## config.mk

```make
export PLATFORM = sky130hd
export DESIGN_NAME = i2c_reg_port
export DESIGN_NICKNAME = d
export VERILOG_FILES = /design/src/rtl/i2c_reg_pkg.sv /design/src/rtl/i2c_line_sync.sv /design/src/rtl/i2c_reg_ptr.sv /design/src/rtl/i2c_reg_bank.sv /design/src/rtl/i2c_byte_fsm.sv /design/src/rtl/i2c_reg_port.sv
export SDC_FILE = /design/constraint.sdc
export NUM_CORES = 1
export LEC_CHECK = 0
export CORE_MARGIN = 1.5
export CORE_UTILIZATION = 64
export CTS_BUF_LIST = sky130_fd_sc_hd__clkbuf_8 sky130_fd_sc_hd__clkbuf_16
export CTS_CLUSTER_DIAMETER = 60
export DETAILED_ROUTE_END_ITERATION = 6
export DONT_BUFFER_PORTS = 1
export GPL_ROUTABILITY_DRIVEN = 0
export PLACE_DENSITY = 0.87
export SYNTH_ARGS = -nofsm -noshare
export SYNTH_HDL_FRONTEND = slang
export SYNTH_HIERARCHICAL = 1
export SYNTH_SLANG_ARGS = --single-unit
```

## constraint.sdc

```tcl
create_clock -name clk -period 5.05 [get_ports clk]
set_input_delay 0.7575 -clock clk [delete_from_list [all_inputs] [get_ports clk]]
set_output_delay 0.7575 -clock clk [all_outputs]
set_load 0.05 [all_outputs]
```

## src/rtl/i2c_reg_pkg.sv

```systemverilog
package i2c_reg_pkg;

    typedef enum logic [3:0] {
        ST_IDLE,
        ST_ADDR,
        ST_ADDR_ACK,
        ST_PTR,
        ST_PTR_ACK,
        ST_WDATA,
        ST_WDATA_ACK,
        ST_RDATA,
        ST_RACK
    } fsm_state_t;

    localparam int BYTE_W = 8;
    localparam logic [BYTE_W-1:0] ABSENT_VAL = 8'hFF;

endpackage

```

## src/rtl/i2c_line_sync.sv

```systemverilog
module i2c_line_sync #(
    parameter int STAGES = 2
) (
    input  logic clk,
    input  logic rst_n,
    input  logic scl_in,
    input  logic sda_in,
    output logic scl_lvl,
    output logic sda_lvl,
    output logic scl_rise,
    output logic scl_fall,
    output logic start_det,
    output logic stop_det
);

    logic [STAGES-1:0] scl_ff;
    logic [STAGES-1:0] sda_ff;
    logic              scl_prev;
    logic              sda_prev;

    for (genvar g = 0; g < STAGES; g++) begin : g_stage
        if (g == 0) begin : g_first
            always_ff @(posedge clk or negedge rst_n) begin
                if (!rst_n) begin
                    scl_ff[g] <= 1'b1;
                    sda_ff[g] <= 1'b1;
                end else begin
                    scl_ff[g] <= scl_in;
                    sda_ff[g] <= sda_in;
                end
            end
        end else begin : g_next
            always_ff @(posedge clk or negedge rst_n) begin
                if (!rst_n) begin
                    scl_ff[g] <= 1'b1;
                    sda_ff[g] <= 1'b1;
                end else begin
                    scl_ff[g] <= scl_ff[g-1];
                    sda_ff[g] <= sda_ff[g-1];
                end
            end
        end
    end

    assign scl_lvl = scl_ff[STAGES-1];
    assign sda_lvl = sda_ff[STAGES-1];

    always_ff @(posedge clk or negedge rst_n) begin
        if (!rst_n) begin
            scl_prev <= 1'b1;
            sda_prev <= 1'b1;
        end else begin
            scl_prev <= scl_lvl;
            sda_prev <= sda_lvl;
        end
    end

    assign scl_rise  = scl_lvl & ~scl_prev;
    assign scl_fall  = ~scl_lvl & scl_prev;
    assign start_det = scl_lvl & scl_prev & sda_prev & ~sda_lvl;
    assign stop_det  = scl_lvl & scl_prev & ~sda_prev & sda_lvl;

endmodule

```

## src/rtl/i2c_reg_ptr.sv

```systemverilog
module i2c_reg_ptr #(
    parameter int          AW        = 8,
    parameter logic [AW-1:0] TEST_ADDR = 8'h73
) (
    input  logic          clk,
    input  logic          rst_n,
    input  logic          load,
    input  logic [AW-1:0] load_val,
    input  logic          inc,
    output logic [AW-1:0] ptr_q,
    output logic [AW-1:0] ptr_nxt
);

    logic [AW-1:0] plus_one;

    assign plus_one = ptr_q + AW'(1);
    assign ptr_nxt  = (plus_one == TEST_ADDR) ? plus_one + AW'(1) : plus_one;

    always_ff @(posedge clk or negedge rst_n) begin
        if (!rst_n) begin
            ptr_q <= '0;
        end else if (load) begin
            ptr_q <= load_val;
        end else if (inc) begin
            ptr_q <= ptr_nxt;
        end
    end

    // auto-increment never lands on the test register
    p_inc_skips_test_r9: assert property (@(posedge clk) disable iff (!rst_n)
        (inc && !load) |=> (ptr_q != TEST_ADDR));

    // an explicit load takes the byte as sent
    p_load_takes_byte_r3: assert property (@(posedge clk) disable iff (!rst_n)
        load |=> (ptr_q == $past(load_val)));

    // a load and an increment never arrive together
    p_load_inc_excl_r4: assert property (@(posedge clk) disable iff (!rst_n)
        !(load && inc));

endmodule

```

## src/rtl/i2c_reg_bank.sv

```systemverilog
module i2c_reg_bank
    import i2c_reg_pkg::*;
#(
    parameter int                NUM_RW    = 8,
    parameter int                NUM_RO    = 8,
    parameter logic [BYTE_W-1:0] TEST_ADDR = 8'h73,
    localparam int               CTL_W     = NUM_RW * BYTE_W,
    localparam int               STS_W     = NUM_RO * BYTE_W
) (
    input  logic              clk,
    input  logic              rst_n,
    input  logic              wr_req,
    input  logic [BYTE_W-1:0] wr_addr,
    input  logic [BYTE_W-1:0] wr_data,
    input  logic [BYTE_W-1:0] rd_addr,
    input  logic [STS_W-1:0]  sts_in,
    output logic [BYTE_W-1:0] rd_data,
    output logic [CTL_W-1:0]  ctl_out,
    output logic [BYTE_W-1:0] tst_out,
    output logic              wr_pulse
);

    logic [BYTE_W-1:0] ctl_q [NUM_RW];
    logic [BYTE_W-1:0] tst_q;
    logic              writable;

    assign writable = (wr_addr < BYTE_W'(NUM_RW)) || (wr_addr == TEST_ADDR);
    assign wr_pulse = wr_req && writable;

    for (genvar g = 0; g < NUM_RW; g++) begin : g_ctl
        always_ff @(posedge clk or negedge rst_n) begin
            if (!rst_n) begin
                ctl_q[g] <= '0;
            end else if (wr_pulse && (wr_addr == BYTE_W'(g))) begin
                ctl_q[g] <= wr_data;
            end
        end
        assign ctl_out[g*BYTE_W +: BYTE_W] = ctl_q[g];
    end

    always_ff @(posedge clk or negedge rst_n) begin
        if (!rst_n) begin
            tst_q <= '0;
        end else if (wr_pulse && (wr_addr == TEST_ADDR)) begin
            tst_q <= wr_data;
        end
    end
    assign tst_out = tst_q;

    always_comb begin
        rd_data = ABSENT_VAL;
        for (int i = 0; i < NUM_RW; i++) begin
            if (rd_addr == BYTE_W'(i)) rd_data = ctl_q[i];
        end
        for (int j = 0; j < NUM_RO; j++) begin
            if (rd_addr == BYTE_W'(NUM_RW + j)) rd_data = sts_in[j*BYTE_W +: BYTE_W];
        end
        if (rd_addr == TEST_ADDR) rd_data = tst_q;
    end

    // control registers move only on an accepted write
    p_ctl_hold_r5: assert property (@(posedge clk) disable iff (!rst_n)
        !wr_pulse |=> $stable(ctl_out));

    // the test register moves only on an accepted write
    p_tst_hold_r5: assert property (@(posedge clk) disable iff (!rst_n)
        !wr_pulse |=> $stable(tst_out));

endmodule

```

## src/rtl/i2c_byte_fsm.sv

```systemverilog
module i2c_byte_fsm
    import i2c_reg_pkg::*;
#(
    parameter logic [6:0] DEV_ADDR = 7'h70
) (
    input  logic              clk,
    input  logic              rst_n,
    input  logic              scl_lvl,
    input  logic              sda_lvl,
    input  logic              scl_rise,
    input  logic              scl_fall,
    input  logic              start_det,
    input  logic              stop_det,
    input  logic [BYTE_W-1:0] ptr_q,
    input  logic [BYTE_W-1:0] ptr_nxt,
    input  logic [BYTE_W-1:0] rd_data,
    output logic [BYTE_W-1:0] rd_addr,
    output logic              ptr_load,
    output logic              ptr_inc,
    output logic [BYTE_W-1:0] byte_val,
    output logic              wr_req,
    output logic [BYTE_W-1:0] wr_data,
    output logic              sda_pull
);

    fsm_state_t        state_q, state_d;
    logic [2:0]        cnt_q;
    logic              full_q;
    logic [BYTE_W-1:0] shreg_q;
    logic              rw_q;
    logic              mack_q;
    logic              addr_hit;

    assign addr_hit = (shreg_q[7:1] == DEV_ADDR);
    assign byte_val = shreg_q;
    assign rd_addr  = (state_q == ST_RACK) ? ptr_nxt : ptr_q;

    // next-state decision
    always_comb begin
        state_d = state_q;
        if (start_det) begin
            state_d = ST_ADDR;
        end else if (stop_det) begin
            state_d = ST_IDLE;
        end else begin
            unique case (state_q)
                ST_IDLE:      state_d = ST_IDLE;
                ST_ADDR:      if (scl_fall && full_q) state_d = addr_hit ? ST_ADDR_ACK : ST_IDLE;
                ST_ADDR_ACK:  if (scl_fall) state_d = rw_q ? ST_RDATA : ST_PTR;
                ST_PTR:       if (scl_fall && full_q) state_d = ST_PTR_ACK;
                ST_PTR_ACK:   if (scl_fall) state_d = ST_WDATA;
                ST_WDATA:     if (scl_fall && full_q) state_d = ST_WDATA_ACK;
                ST_WDATA_ACK: if (scl_fall) state_d = ST_WDATA;
                ST_RDATA:     if (scl_fall && (cnt_q == 3'd7)) state_d = ST_RACK;
                ST_RACK:      if (scl_fall) state_d = mack_q ? ST_RDATA : ST_IDLE;
                default:      state_d = ST_IDLE;
            endcase
        end
    end

    // state register
    always_ff @(posedge clk or negedge rst_n) begin
        if (!rst_n) state_q <= ST_IDLE;
        else        state_q <= state_d;
    end

    // datapath and outputs
    always_ff @(posedge clk or negedge rst_n) begin
        if (!rst_n) begin
            cnt_q    <= '0;
            full_q   <= 1'b0;
            shreg_q  <= '0;
            rw_q     <= 1'b0;
            mack_q   <= 1'b0;
            sda_pull <= 1'b0;
            ptr_load <= 1'b0;
            ptr_inc  <= 1'b0;
            wr_req   <= 1'b0;
            wr_data  <= '0;
        end else begin
            ptr_load <= 1'b0;
            ptr_inc  <= 1'b0;
            wr_req   <= 1'b0;
            if (start_det || stop_det) begin
                cnt_q    <= '0;
                full_q   <= 1'b0;
                sda_pull <= 1'b0;
            end else begin
                unique case (state_q)
                    ST_ADDR, ST_PTR, ST_WDATA: begin
                        if (scl_rise && !full_q) begin
                            shreg_q <= {shreg_q[6:0], sda_lvl};
                            cnt_q   <= cnt_q + 3'd1;
                            if (cnt_q == 3'd7) full_q <= 1'b1;
                        end
                        if (scl_fall && full_q) begin
                            cnt_q  <= '0;
                            full_q <= 1'b0;
                            if (state_q == ST_ADDR) begin
                                if (addr_hit) begin
                                    sda_pull <= 1'b1;
                                    rw_q     <= shreg_q[0];
                                end
                            end else if (state_q == ST_PTR) begin
                                ptr_load <= 1'b1;
                                sda_pull <= 1'b1;
                            end else begin
                                wr_req   <= 1'b1;
                                wr_data  <= shreg_q;
                                ptr_inc  <= 1'b1;
                                sda_pull <= 1'b1;
                            end
                        end
                    end
                    ST_ADDR_ACK: begin
                        if (scl_fall) begin
                            cnt_q <= '0;
                            if (rw_q) begin
                                shreg_q  <= rd_data;
                                sda_pull <= ~rd_data[7];
                            end else begin
                                sda_pull <= 1'b0;
                            end
                        end
                    end
                    ST_PTR_ACK, ST_WDATA_ACK: begin
                        if (scl_fall) sda_pull <= 1'b0;
                    end
                    ST_RDATA: begin
                        if (scl_fall) begin
                            if (cnt_q == 3'd7) begin
                                sda_pull <= 1'b0;
                            end else begin
                                shreg_q  <= {shreg_q[6:0], 1'b0};
                                sda_pull <= ~shreg_q[6];
                                cnt_q    <= cnt_q + 3'd1;
                            end
                        end
                    end
                    ST_RACK: begin
                        if (scl_rise) mack_q <= ~sda_lvl;
                        if (scl_fall && mack_q) begin
                            ptr_inc  <= 1'b1;
                            shreg_q  <= rd_data;
                            sda_pull <= ~rd_data[7];
                            cnt_q    <= '0;
                        end
                    end
                    default: begin
                        sda_pull <= 1'b0;
                    end
                endcase
            end
        end
    end

    // SDA is only pulled low while SCL is low
    p_pull_when_low_r2: assert property (@(posedge clk) disable iff (!rst_n)
        $rose(sda_pull) |-> !scl_lvl);

    // acknowledge held when the master clocks it
    p_ack_held_r2: assert property (@(posedge clk) disable iff (!rst_n)
        (scl_rise && (state_q == ST_ADDR_ACK || state_q == ST_PTR_ACK ||
                      state_q == ST_WDATA_ACK)) |-> sda_pull);

    // a foreign address gets no acknowledge
    p_no_ack_foreign_r1: assert property (@(posedge clk) disable iff (!rst_n)
        (state_q == ST_ADDR && scl_fall && full_q && !addr_hit && !start_det && !stop_det)
        |=> (!sda_pull && state_q == ST_IDLE));

    // master NACK releases SDA and ends the transfer
    p_nack_release_r7: assert property (@(posedge clk) disable iff (!rst_n)
        (state_q == ST_RACK && scl_fall && !mack_q && !start_det && !stop_det)
        |=> (state_q == ST_IDLE && !sda_pull));

    // idle never holds the line
    p_idle_released_r11: assert property (@(posedge clk) disable iff (!rst_n)
        (state_q == ST_IDLE) |-> !sda_pull);

endmodule

```

## src/rtl/i2c_reg_port.sv

```systemverilog
module i2c_reg_port
    import i2c_reg_pkg::*;
#(
    parameter logic [6:0] DEV_ADDR    = 7'h70,
    parameter int         NUM_RW      = 8,
    parameter int         NUM_RO      = 8,
    parameter logic [7:0] TEST_ADDR   = 8'h73,
    parameter int         SYNC_STAGES = 2,
    localparam int        CTL_W       = NUM_RW * BYTE_W,
    localparam int        STS_W       = NUM_RO * BYTE_W
) (
    input  logic              clk,
    input  logic              rst_n,
    input  logic              scl_in,
    input  logic              sda_in,
    output logic              sda_pull,
    input  logic [STS_W-1:0]  sts_in,
    output logic [CTL_W-1:0]  ctl_out,
    output logic [BYTE_W-1:0] tst_out,
    output logic              wr_pulse,
    output logic [BYTE_W-1:0] wr_addr,
    output logic [BYTE_W-1:0] wr_data
);

    logic              scl_lvl, sda_lvl, scl_rise, scl_fall, start_det, stop_det;
    logic [BYTE_W-1:0] ptr_q, ptr_nxt, rd_addr, rd_data, byte_val;
    logic              ptr_load, ptr_inc, wr_req;

    i2c_line_sync #(.STAGES(SYNC_STAGES)) u_sync (
        .clk       (clk),
        .rst_n     (rst_n),
        .scl_in    (scl_in),
        .sda_in    (sda_in),
        .scl_lvl   (scl_lvl),
        .sda_lvl   (sda_lvl),
        .scl_rise  (scl_rise),
        .scl_fall  (scl_fall),
        .start_det (start_det),
        .stop_det  (stop_det)
    );

    i2c_byte_fsm #(.DEV_ADDR(DEV_ADDR)) u_fsm (
        .clk       (clk),
        .rst_n     (rst_n),
        .scl_lvl   (scl_lvl),
        .sda_lvl   (sda_lvl),
        .scl_rise  (scl_rise),
        .scl_fall  (scl_fall),
        .start_det (start_det),
        .stop_det  (stop_det),
        .ptr_q     (ptr_q),
        .ptr_nxt   (ptr_nxt),
        .rd_data   (rd_data),
        .rd_addr   (rd_addr),
        .ptr_load  (ptr_load),
        .ptr_inc   (ptr_inc),
        .byte_val  (byte_val),
        .wr_req    (wr_req),
        .wr_data   (wr_data),
        .sda_pull  (sda_pull)
    );

    i2c_reg_ptr #(.AW(BYTE_W), .TEST_ADDR(TEST_ADDR)) u_ptr (
        .clk      (clk),
        .rst_n    (rst_n),
        .load     (ptr_load),
        .load_val (byte_val),
        .inc      (ptr_inc),
        .ptr_q    (ptr_q),
        .ptr_nxt  (ptr_nxt)
    );

    assign wr_addr = ptr_q;

    i2c_reg_bank #(.NUM_RW(NUM_RW), .NUM_RO(NUM_RO), .TEST_ADDR(TEST_ADDR)) u_bank (
        .clk      (clk),
        .rst_n    (rst_n),
        .wr_req   (wr_req),
        .wr_addr  (ptr_q),
        .wr_data  (wr_data),
        .rd_addr  (rd_addr),
        .sts_in   (sts_in),
        .rd_data  (rd_data),
        .ctl_out  (ctl_out),
        .tst_out  (tst_out),
        .wr_pulse (wr_pulse)
    );

endmodule

```

==> flow_summary_export.csv <==
group,metric,value,unit
floorplan,dieArea,11300,um2
critical_path,crit_path_start_kind,"register",
timing,final-hold-violation-count,0,
logic_synthesis,synth_edf_count,0,
clock_tree,cts_tree,"built",
grt,antenna_found_initial,0,
logic_synthesis,synth_area,6830,um2
timing,skew,0.00652,ns
grt,grt_max_degree,111,
clock_tree,cts_max_level,4,
routing,drc,0,
clock_tree,cts_buffers,17,
timing,post-route-period-util,87.7,%
layout,drive_above_1_share,29.2,%
critical_path,crit_fanout,43,
logic_synthesis,async_flop_share,100,%
pwr,power.leakage,3.40,nW
layout,n_antenna_cell,0,
pwr,cellPowerDensity,412,nW/um2
grt,grt_pass1_wl,31200,um
grt,grt_usage,37.1,%
clock_tree,clkLatencyLatePin,0.53,ns
logic_synthesis,ys_top_cells_by_area,"dfrtp_1, mux2_2, mux4_2",
layout,final_nets,684,
routing,wl_per_cell,26.2,um
routing,first_iter_violations,697,
logic_synthesis,synth.ff_latch_count,116,
layout,layout_commonest_cell,"dfrtp_1",
placed_design,io_buffer_count,0,
layout,final_cell_mix,"dfrtp_1, mux2_2, nand2_1",
timing,finalWorstSetupSlack,0.619,ns
logic_synthesis,yosysUniqueCellTypes,76,
min_path,min_path_type,"in2async",
routing,post_drt_via_cell_ratio,7.31,
floorplan,rows,37,
run,cap_violations,0,
timing,worst_pin_slew,1.29,ns
placed_design,placed_cells,727,
timing,rsz0062_at_grt,"false",
clock_tree,cts_resized,0,
critical_path,cp.required,5.46,ns
layout,synthToLayoutAreaGrowth,10.4,%
logic_synthesis,synthFlopType,"dfrtp_1",
grt,grt_pass1_vias,5575,
placed_design,dp_slack,0.678,ns
floorplan,num_io_pins,158,
clock_tree,clk_pin_slew,0.06,ns
clock_tree,cts_buffer_depth,2,
timing,max-slew-margin-rel,13.3,%
logic_synthesis,yosys.area.top_type,"dfrtp_1",
floorplan,core-area,10300,um2
floorplan,die_x,106,um
critical_path,cp.arrival,4.84,ns
outcome,status,"complete, no violations",
logic_synthesis,syn_avg_cell_area,11.1,um2
logic_synthesis,ys_warn_count,6,
layout,multi_input_area,3680,um2
critical_path,criticalPathCategory,"reg2reg",
logic_synthesis,synth_seq_area_share,42.6,%
clock_tree,clkSinkCount,116,
placed_design,place_hpwl,13300,um
layout,seq_area,2910,um2
floorplan,start_util,66.2,%
routing,finalWirelength,19900,um
grt,grt_overflow,0,
timing,setup_tns,0,ns
pwr,power.total,3.11,mW
logic_synthesis,yosys.area.top_type_share,40.3,%
timing,setup_viol,0,
logic_synthesis,syn_nets,690,
timing,fin_crit,4.43,ns
timing,slew_violations,0,
clock_tree,root_buffer,"clkbuf_8",
routing,first_pass_iters,7,
routing,dr_total_vias,5557,
critical_path,end_kind,"register",
timing,fmax,226,MHz
floorplan,fp.dieH,106,um
pwr,peakVddDrop,0.263,mV
routing,final_antenna_net_count,0,
layout,fillers,672,
logic_synthesis,syn_inst,617,
layout,stdcell_count,760,
critical_path,ff2ff_setup_slack,0.62,ns
## final cells by class
type	count	share of cell area (%)
Clock buffer	18	5.67
Clock inverter	14	2.16
Inverter	15	0.747
Multi-Input combinational cell	448	48.8
Sequential cell	116	38.6
Tap cell	136	2.26
Timing Repair Buffer	13	1.73
## cell usage after synthesis, types with 4 or more instances
cell	n
buf_2	12
ha_1	5
dfrtp_1	110
nor4_1	4
o21ai_1	6
nand3_1	14
buf_4	4
nand4_1	4
xnor2_1	4
inv_1	15
xor2_1	9
nand2b_1	5
o22ai_1	11
o21ai_0	27
clkbuf_1	18
o221ai_1	6
mux2i_1	16
or2_2	4
nor2b_1	10
a31oi_1	9
dfstp_2	6
mux2_2	87
nor2_1	31
mux2_4	8
mux4_2	15
mux2_1	11
nand2_1	53
a211oi_1	9
a21oi_1	18
nor3_1	10
## logic make-up after synthesis
kind of cell,after synthesis,synth area share [%]
AO/OA/AOI/OAI,118,11.4
XOR/XNOR,13,1.67
adder cells (fa/ha/maj),5,0.916
buffers and inverters,53,3.46
flip-flops,116,42.6
multiplexers,137,25.2
AND/OR/NAND/NOR,175,14.7
## per-stage QoR
stage,cell area [um2],hold slack [ns],util [%]
final,7540,0.0724,73.0
after global routing,7540,0.0475,73.0
after CTS,7540,0.0571,73.0
after detailed placement,6920,0.348,67.1
after global placement,6920,0.347,67.1
after floorplan,6830,0.345,-
## path summary, 6_finish.rpt
check	startpoint	to	depth (start not counted)
setup / recovery	u_ptr/ptr_q[6]	u_fsm/byte_val[2]	14
hold / removal	rst_n	u_sync/scl_ff[0]	0
setup reg to reg	u_ptr/ptr_q[6]	u_fsm/byte_val[2]	14
hold reg to reg	u_sync/sda_ff[0]	u_sync/sda_lvl	0
max in group asynchronous	rst_n	u_ptr/ptr_q[2]	1
min in group clk	sda_in	u_sync/sda_ff[0]	0
## flip-flops by register name, summed over array words and instances, names as in the netlist
signal and count:
u_bank/ctl_out 64, u_bank/tst_out 8, u_fsm/byte_val 8, u_fsm/wr_data 8, u_ptr/ptr_q 8, u_fsm/state_q 4
u_fsm/cnt_q 3, u_fsm/full_q 1, u_fsm/mack_q 1, u_fsm/ptr_inc 1, u_fsm/ptr_load 1, u_fsm/rw_q 1
u_fsm/sda_pull 1, u_fsm/wr_req 1, u_sync/scl_ff 1, u_sync/scl_lvl 1, u_sync/scl_prev 1, u_sync/sda_ff 1
u_sync/sda_lvl 1, u_sync/sda_prev 1
## power breakdown
group	internal, mW	total [mW]	switching, mW
Sequential	1.00	1.20	0.199
Clock	0.760	1.20	0.437
Combinational	0.331	0.708	0.376
## worst max-delay path, stage by stage (launching register included)
cell	delay (ns)
dfrtp_1	0.80
nand3_1	0.24
xor2_1	0.22
a21oi_2	0.11
a211oi_2	0.33
xnor2_1	0.17
mux2_2	0.49
buf_12	0.30
mux4_2	0.53
nor2_1	0.11
a31oi_1	0.05
o221ai_1	0.21
o221ai_1	0.16
mux2_2	0.29
mux2_4	0.26
## metal layers
| metal | track usage (%) | up-vias | part of all wire (%) |
|---|---|---|---|
| met4 | 16.8 | 0 | 4.2 |
| met3 | 15.5 | 90 | 14 |
| met1 | 46.1 | 2725 | 35 |
| li1 | - | 2285 | - |
| met2 | 56.6 | 457 | 47 |
| met5 | 0 | - | 0 |
## repair_timing
item | CTS | global route
hold buffers | 1 | 0
hold endpoints to repair | 110 | 0
setup buffers | 0 | 0
No activity file was read; power rests on OpenSTA's default activity.
